[config.mk]
export PLATFORM = sky130hd
export DESIGN_NAME = preset_counter
export DESIGN_NICKNAME = d
export VERILOG_FILES = /design/src/rtl/preset_counter_pkg.sv /design/src/rtl/cnt_op_dec.sv /design/src/rtl/cnt_next.sv /design/src/rtl/cnt_term.sv /design/src/rtl/preset_counter.sv
export SDC_FILE = /design/constraint.sdc
export NUM_CORES = 1
export LEC_CHECK = 0
export CORE_AREA = 2 2 39 41
export CTS_BUF_LIST = sky130_fd_sc_hd__clkbuf_8 sky130_fd_sc_hd__clkbuf_16
export CTS_CLUSTER_SIZE = 16
export DETAILED_ROUTE_END_ITERATION = 10
export DIE_AREA = 0 0 41 43
export PLACE_DENSITY = 0.59
export RECOVER_POWER = 50
export SLEW_MARGIN = 20
export SYNTH_ARGS = -nofsm -noshare
export SYNTH_HDL_FRONTEND = slang
export SYNTH_HIERARCHICAL = 1
export SYNTH_SLANG_ARGS = --single-unit
[constraint.sdc]
create_clock -name clk_i -period 1.78 [get_ports clk_i]
set_clock_uncertainty 0.15 [all_clocks]
set_input_delay 0.534 -clock clk_i [delete_from_list [all_inputs] [get_ports clk_i]]
set_output_delay 0.534 -clock clk_i [all_outputs]
set_load 0.02 [all_outputs]
[src/rtl/preset_counter_pkg.sv]
package preset_counter_pkg;
  typedef enum logic [1:0] {
    OP_HOLD  = 2'd0,
    OP_COUNT = 2'd1,
    OP_LOAD  = 2'd2,
    OP_CLEAR = 2'd3
  } cnt_op_e;
endpackage

[src/rtl/cnt_op_dec.sv]
module cnt_op_dec
  import preset_counter_pkg::*;
(
  input  logic    clr_ni,
  input  logic    load_ni,
  input  logic    en_p_i,
  input  logic    en_t_i,
  output cnt_op_e op_o
);
  // fixed priority: clear > load > count > hold
  always_comb begin
    if (!clr_ni)                op_o = OP_CLEAR;
    else if (!load_ni)          op_o = OP_LOAD;
    else if (en_p_i && en_t_i)  op_o = OP_COUNT;
    else                        op_o = OP_HOLD;
  end
endmodule

[src/rtl/cnt_next.sv]
module cnt_next
  import preset_counter_pkg::*;
#(
  parameter int WIDTH = 4
) (
  input  cnt_op_e          op_i,
  input  logic             up_i,
  input  logic [WIDTH-1:0] count_i,
  input  logic [WIDTH-1:0] data_i,
  output logic [WIDTH-1:0] next_o
);
  logic [WIDTH-1:0] toggle;
  logic [WIDTH-1:0] stepped;

  // parallel toggle enables: one gate level per bit, no serial carry chain
  assign toggle[0] = 1'b1;
  for (genvar i = 1; i < WIDTH; i++) begin : g_tog
    assign toggle[i] = up_i ? (&count_i[i-1:0]) : ~(|count_i[i-1:0]);
  end

  assign stepped = count_i ^ toggle;

  always_comb begin
    unique case (op_i)
      OP_CLEAR: next_o = '0;
      OP_LOAD:  next_o = data_i;
      OP_COUNT: next_o = stepped;
      default:  next_o = count_i;
    endcase
  end
endmodule

[src/rtl/cnt_term.sv]
module cnt_term #(
  parameter int WIDTH = 4
) (
  input  logic [WIDTH-1:0] count_i,
  input  logic             up_i,
  input  logic             en_t_i,
  output logic             carry_o
);
  logic at_max, at_min;
  assign at_max  = &count_i;
  assign at_min  = ~(|count_i);
  assign carry_o = en_t_i & (up_i ? at_max : at_min);
endmodule

[src/rtl/preset_counter.sv]
module preset_counter
  import preset_counter_pkg::*;
#(
  parameter int WIDTH = 4
) (
  input  logic             clk_i,
  input  logic             rst_ni,
  input  logic             clr_ni,
  input  logic             load_ni,
  input  logic             en_p_i,
  input  logic             en_t_i,
  input  logic             up_i,
  input  logic [WIDTH-1:0] data_i,
  output logic [WIDTH-1:0] count_o,
  output logic             carry_o
);
  cnt_op_e          op;
  logic [WIDTH-1:0] count_q, count_d;

  cnt_op_dec u_dec (
    .clr_ni (clr_ni),
    .load_ni(load_ni),
    .en_p_i (en_p_i),
    .en_t_i (en_t_i),
    .op_o   (op)
  );

  cnt_next #(.WIDTH(WIDTH)) u_next (
    .op_i   (op),
    .up_i   (up_i),
    .count_i(count_q),
    .data_i (data_i),
    .next_o (count_d)
  );

  cnt_term #(.WIDTH(WIDTH)) u_term (
    .count_i(count_q),
    .up_i   (up_i),
    .en_t_i (en_t_i),
    .carry_o(carry_o)
  );

  always_ff @(posedge clk_i or negedge rst_ni) begin
    if (!rst_ni) count_q <= '0;
    else         count_q <= count_d;
  end

  assign count_o = count_q;
endmodule

Word-level counts from Yosys, hierarchy flattened
Index checks and enable logic that the tools add are counted.

Logic and storage cells: 26. Flip-flop bits (word level): 4.

Reductions and logical operators: 8. Muxes and demuxes: 8. Bitwise gates (word level): 6. Equal/unequal tests: 3.

Operators by type and width (count): $pmux W4 S3 (1); $mux W1 (5); $eq A2 B2 Y1 const B (2); $mux W2 (2); $not A1 Y1 (4); $reduce_and A4 Y1 (1); $reduce_or A4 Y1 (1); $xor A4 B4 Y4 (1); $reduce_and A3 Y1 (1); $reduce_bool A3 Y1 (1); $reduce_or A3 Y1 (1); $eq A2 B1 Y1 const B (1); $reduce_and A2 Y1 (1); $reduce_or A2 Y1 (1); $and A1 B1 Y1 (1); $logic_and A1 B1 Y1 (1).

Logic depth before layout (Yosys ltp)
Gate-level depths: netlist of the first run.

Depth after elaboration: 6. Mapped depth: 5. Mapped depth without buffers: 5.

Cells and area by module
Netlist of the first run, hierarchy kept.

Modules (own cells, without submodules): cnt_next (instances 1, cells an instance 21, area an instance 171.4 um^2); preset_counter (instances 1, cells an instance 4, area an instance 100.1 um^2); cnt_term (instances 1, cells an instance 5, area an instance 30.0 um^2); cnt_op_dec (instances 1, cells an instance 3, area an instance 12.5 um^2).

Worst setup path after synthesis of the first run
No wires, ideal clock.

Path type: register to output. Start point: register count_q[1] (netlist: count_o[1]). End point: output carry_o. Buffers on the path: 0. Data required time: 1096 ps. Slack: -341 ps. Data arrival time: 1437 ps. Stages on the path, launching flop included: 3. Cell sequence: dfrtp_1 > or4_1 > o22ai_1.

Word-level cells in the longest chain between the ends: 4.

RTL lines: from (decl) (RTL line preset_counter.sv:18) `logic [WIDTH-1:0] count_q, count_d;`; from (signal assigned) (RTL line preset_counter.sv:45) `else count_q <= count_d;`; $reduce_or A4 Y1 (RTL line cnt_term.sv:11) `assign at_min = ~(|count_i);`; $not A1 Y1 (RTL line cnt_term.sv:11); $mux W1 (*) (RTL line cnt_term.sv:12) `assign carry_o = en_t_i & (up_i ? at_max : at_min);`; $and A1 B1 Y1 (*) (RTL line cnt_term.sv:12); to (decl) (RTL line preset_counter.sv:15) `output logic carry_o`.

Every way passes the cells marked *; elsewhere a longest branch is shown, timed or not.

Worst setup path in the final report of the first run
Start point: register count_q[0] (netlist: count_o[0]). End point: output carry_o.

The elaborated chain is that of the path after synthesis.

==> results of run 1 <==
==> timing repair <==
action,in CTS,in global routing
gates resized for setup,13,4
endpoints found under the hold margin,0,0
endpoints found under the setup margin,7,5
pin swaps,1,1
==> cell usage in the layout (no fill, tap or decap), drive strengths merged <==
| master | Yosys | final |
|---|---|---|
| mux2i | 5 | 5 |
| buf | 0 | 10 |
| inv | 0 | 1 |
| dfrtp | 4 | 4 |
| or4 | 2 | 2 |
| nand3 | 2 | 2 |
| clkdlybuf4s50 | 0 | 7 |
| a211o | 2 | 2 |
| nand4 | 2 | 2 |
| o22ai | 3 | 3 |
| or3 | 1 | 1 |
| nand4b | 2 | 2 |
| dlygate4sd3 | 0 | 1 |
| nor2b | 1 | 1 |
| clkbuf | 1 | 4 |
| nand2 | 3 | 3 |
| dlygate4sd2 | 0 | 5 |
| xnor2 | 1 | 1 |
| nand2b | 2 | 2 |
| o211ai | 2 | 2 |
==> stage by stage <==
step	utilization [%]	worst slack (ns)	hold WS, ns	instance area (um2)	total power [mW]
6_report	44.7	-0.353	0.434	618	0.457
3_5_place_dp	41.0	-0.853	0.504	568	0.270
5_1_grt	44.7	-0.404	0.438	618	0.487
3_3_place_gp	41.0	-0.842	0.497	568	0.271
2_1_floorplan	-	-0.159	0.0884	334	0.187
4_1_cts	44.4	-0.359	0.363	614	0.464
==> logic make-up after synthesis <==
| logic type | share of synthesized area [%] |
|---|---|
| flops | 31.9 |
| compound gates | 17.9 |
| mux | 15.9 |
| simple gates | 30.3 |
| buf+inv | 1.19 |
| xor+xnor | 2.79 |
==> per-layer routing <==
metal  up-vias  part of all wire, %
met2        13                   45
li1        186                    -
met1       165                   46
met3         0                  8.5
met4         0                    0
met5         -                    0
==> worst paths after layout <==
path                                    to  slack [ns]  depth (start not counted)
worst max register to register  count_o[3]        0.10                          4
max in group asynchronous       count_o[1]        0.87                          1
worst max-delay path               carry_o       -0.35                          3
min in group clk_i              count_o[0]        0.51                          2
worst min register to register  count_o[0]        0.51                          2
worst min-delay path            count_o[0]        0.43                          1
==> power groups by stage <==
stage | sequential [mW] | combinational (mW) | clock (mW)
final | 0.107 | 0.158 | 0.193
after global placement | 0.108 | 0.163 | 0
after detailed placement | 0.108 | 0.162 | 0
after CTS | 0.107 | 0.156 | 0.200
after global routing | 0.109 | 0.171 | 0.207
after floorplan | 0.133 | 0.0540 | 0
==> cell type report <==
cell class                      count  area [um2]
Clock buffer                        3        41.3
Clock inverter                      1        3.75
Fill cell                         150         766
Multi-Input combinational cell     28         243
Sequential cell                     4         103
Tap cell                           16        20.0
Timing Repair Buffer               24         208
==> critical path, stage by stage, from the launching register on <==
cell     delay (ns)
dfrtp_2        0.39
or4_4          0.55
o22ai_4        0.16
buf_6          0.13
==> flow_metrics.tcl, run 1 <==
set metrics [dict create \
    die_w_um 41 \
    hold_class "in2async" \
    grt_use_met1_pct 17.3 \
    clock-sinks 4 \
    synth_top_cell_area_share_pct 31.9 \
    drv_cap 0 \
    yosys_register_bits 4 \
    fin_cells 76 \
    grt_pass1_vias 357 \
    setup_slack_ns -0.353 \
    drive_gt1_share_pct 38.3 \
    dp.cells 72 \
    drtAntennaViolNets 0 \
    setup_violations 1 \
    wl_per_cell_um 11.8 \
    period_minus_slack_ns 2.13 \
    p_sw_mw 0.125 \
    dr_total_vias 364 \
    syn_nets 44 \
    endpoint_kind "primary output" \
    internal-power_mw 0.332 \
    row_count 14 \
    largest_reg_flops 4 \
    switching_share_pct 27.3 \
    diodes 0 \
    startpoint_type "register" \
    violations "setup timing" \
    synthTopCellsByArea "dfrtp_1 32%, mux2i_1 16%, o22ai_1 6.0%, a211o_1 5.6%, nand4b_1 5.6%" \
    hold_viol 0 \
    yosys.area.top_type "dfrtp_1" \
    grt_pass1_wl_mm 1.47 \
    hpwl_um 676 \
    port_buffers 15 \
    ys.flop_type "dfrtp_1" \
    rr_startpoint "count_o[0]" \
    gr-usage-met3_pct 2.09 \
    die-area_um2 1760 \
    postCtsSetupRepairBufs 0 \
    nNetsFinal 72 \
    core_um2 1380 \
    comb_power_share_pct 34.5 \
    synthCells 33 \
    async_flop_share_pct 100 \
    hold_buffers 0 \
    cts_inserted_buffers 3 \
    p_per_area_nw_per_um2 739 \
    gp_congestion 0.728 \
    crit_type "reg2out" \
    synth_area_um2 314 \
    crit_required_ns 1.10 \
    status "complete, but fails checks" \
    grt_antenna_before_repair 0 \
    vias_per_cell 4.79 \
    worst_pin_slew_ns 0.180 \
    synth_edf_count 0 \
    ir_drop_uv 533 \
    wl_um 896 \
    clkLatencyLatePin_ns 0.22 \
    pwr-share-seq_pct 23.4 \
    use_met2_pct 17.2 \
    top_usage_layer "met1" \
    drt_pre_antenna_iters 4 \
    start_util_pct 22.7 \
    seq_area_frac_synth_pct 31.9 \
    relSlewSlack_pct 87.6 \
    grt_max_degree 10 \
    areaGrowthSynthToFinish_pct 96.8 \
    tns_ns -0.353 \
    crit_fanout 2 \
    drv_slew 0 \
    cts_buffer_depth 2 \
    drt_iter0_drc 7 \
    arrival_ns 1.45 \
    path_clk_slew_ns 0.03 \
    pwr-share-clk_pct 42.1 \
    finalCritPeriodShare_pct 120 \
    die_y_um 43 \
    root_buffer "clkbuf_8" \
    fmax_mhz 469 \
    io-pin-count 16 \
    cts_tree "built" \
    crit_start "count_o[0]" \
    htree_levels 1 \
    syn_avg_cell_area_um2 9.52 \
    yosysMostFrequentCell "mux2i_1" \
    grt.total_usage_pct 12.5 \
    ys_top_cells_by_count "5 x mux2i_1, 4 x dfrtp_1, 3 x nand2_1, 3 x o22ai_1" \
    p_leak_nw 0.282 \
    synth.distinct_cells 17 \
    post-route-drc-count 0 \
    overflow 0 \
    yosys_warnings 6 \
    rsz0062_at_grt "yes" \
]
Note: power is estimated with default switching activity, not from simulation.
==> inputs of run 2 (changes only) <==
- CTS_CLUSTER_SIZE: 16 -> 30
==> results of run 2 <==
No change in the layout: final DEF, timing and power equal those of run 1.
==> inputs of run 3 (changes only) <==
- REMOVE_ABC_BUFFERS: not set -> 1
==> run 3 against run 2 <==
Effect of this change:
- the run still ends with setup timing left
- worst setup slack gained 0.024 ns
- register-to-register slack gained 0.03 ns
- core utilization shrank 0.27 points
- hold slack gained 0.0067 ns
==> flow_metrics.tcl, run 3 (synthesis results as in run 1) <==
set metrics [dict create \
    status "complete, but fails checks" \
    violations "setup timing" \
    whs_ns 0.441 \
    startpoint_type "register" \
    cts_buffer_depth 2 \
    cp_num_cells 3 \
    layout.cells.most_common "buf_4" \
    rsz0062_at_grt "yes" \
    arrival_ns 1.43 \
    crit_required_ns 1.10 \
    core_um2 1380 \
    drt_iter0_drc 1 \
    setup_violations 1 \
    cts_tree "built" \
    htree_levels 1 \
    row_count 14 \
    grt_antenna_before_repair 0 \
    clkLatencyLatePin_ns 0.21 \
    path_clk_slew_ns 0.03 \
    placedInstanceArea_um2 548 \
    drv_cap 0 \
    fin_area_um2 614 \
    hold_buffers 0 \
    vias_per_cell 4.83 \
    hold_class "in2async" \
    finalCritPeriodShare_pct 119 \
    die-area_um2 1760 \
    start_util_pct 22.7 \
    fmax_mhz 474 \
    fin_util_pct 44.4 \
    drtAntennaViolNets 0 \
    pwr-share-seq_pct 23.7 \
    largest_reg_flops 4 \
    post-route-drc-count 0 \
    overflow 0 \
    setup_slack_ns -0.330 \
    hpwl_um 670 \
    crit_fanout 2 \
    die_y_um 43 \
    switching_share_pct 26.4 \
    p_sw_mw 0.118 \
    slowest_delay_ns 0.54 \
    period_minus_slack_ns 2.11 \
    comb_power_share_pct 34.8 \
    diodes 0 \
    fill_cells 145 \
    dp.cells 72 \
    drv_slew 0 \
    fin_cells 75 \
    cts_inserted_buffers 3 \
    worst-r2r-cell-count 4 \
    grt_pass1_vias 372 \
    grt_max_degree 10 \
    relSlewSlack_pct 86.2 \
    hold_viol 0 \
    worstPathCellList "or4_4 > o22ai_2 > buf_6" \
    drt_pre_antenna_iters 2 \
    root_buffer "clkbuf_8" \
    worst-path-buf-inv 1 \
    grt_pass1_wl_mm 1.56 \
    worst_pin_slew_ns 0.207 \
    areaGrowthSynthToFinish_pct 95.6 \
    io-pin-count 16 \
    dr_total_vias 362 \
    wl_um 893 \
    internal-power_mw 0.329 \
    path_delay_family "simple AND/OR/NAND/NOR gates" \
    layout_common_cells "8 x buf_4, 7 x clkdlybuf4s50_1, 5 x mux2i_1" \
    clock-sinks 4 \
    die_w_um 41 \
    postCtsSetupRepairBufs 0 \
    drive_gt1_share_pct 32.2 \
    port_buffers 15 \
    nNetsFinal 72 \
    p_leak_nw 0.286 \
    gp_congestion 0.808 \
    p_per_area_nw_per_um2 727 \
    grt.total_usage_pct 12.8 \
    endpoint_kind "primary output" \
    p_total_mw 0.446 \
    crit_slowest_cell "or4_4" \
    wl_per_cell_um 11.9 \
    pwr-share-clk_pct 41.5 \
    crit_type "reg2out" \
    ir_drop_uv 431 \
]
-- run 3: power by group through the flow --
stage	logic (mW)	clock network, mW	registers, mW
3_3_place_gp	0.153	0	0.107
3_5_place_dp	0.153	0	0.106
6_report	0.155	0.185	0.106
4_1_cts	0.153	0.193	0.106
2_1_floorplan	0.0447	0	0.131
5_1_grt	0.168	0.198	0.108
-- run 3: final timing paths --
path | endpoint | slack, ns | from
setup / recovery | carry_o | -0.33 | count_o[2]
hold / removal | count_o[1] | 0.44 | rst_ni
setup reg to reg | count_o[3] | 0.13 | count_o[0]
hold reg to reg | count_o[0] | 0.50 | count_o[0]
max in group asynchronous | count_o[0] | 0.87 | rst_ni
min in group clk_i | count_o[0] | 0.50 | count_o[0]
-- run 3: final cells by class --
type                            instances  area [um2]  share of cell area [%]
Clock buffer                            3        41.3                    6.72
Multi-Input combinational cell         28         235                    38.3
Sequential cell                         4         100                    16.3
Tap cell                               16        20.0                    3.26
Timing Repair Buffer                   24         218                    35.4
-- run 3: timing repair --
action,in CTS,in global routing
hold endpoints to repair,0,0
endpoints found under the setup margin,7,6
gates resized for setup,15,5
pin swaps,2,1
-- run 3: routing by layer --
metal	vias up	track usage [%]	routed length (um)
met2	4	19.7	515
met5	-	0	0
met3	0	2.09	14
met4	0	6.00	0
met1	172	16.6	363
li1	186	-	-
-- run 3: stage by stage --
step                setup TNS [ns]  setup slack, ns
detailed placement           -1.77           -0.793
CTS                         -0.330           -0.330
global route                -0.401           -0.362
global placement             -1.66           -0.765
finish                      -0.330           -0.330
floorplan                   -0.341           -0.341
-- run 3: worst reg2reg max path, delay by kind of cell (launching register included) --
kind | cells | cell delay (ns)
simple gates | 1 | 0.54
flops | 1 | 0.36
compound gates | 2 | 0.35
buf+inv | 1 | 0.16
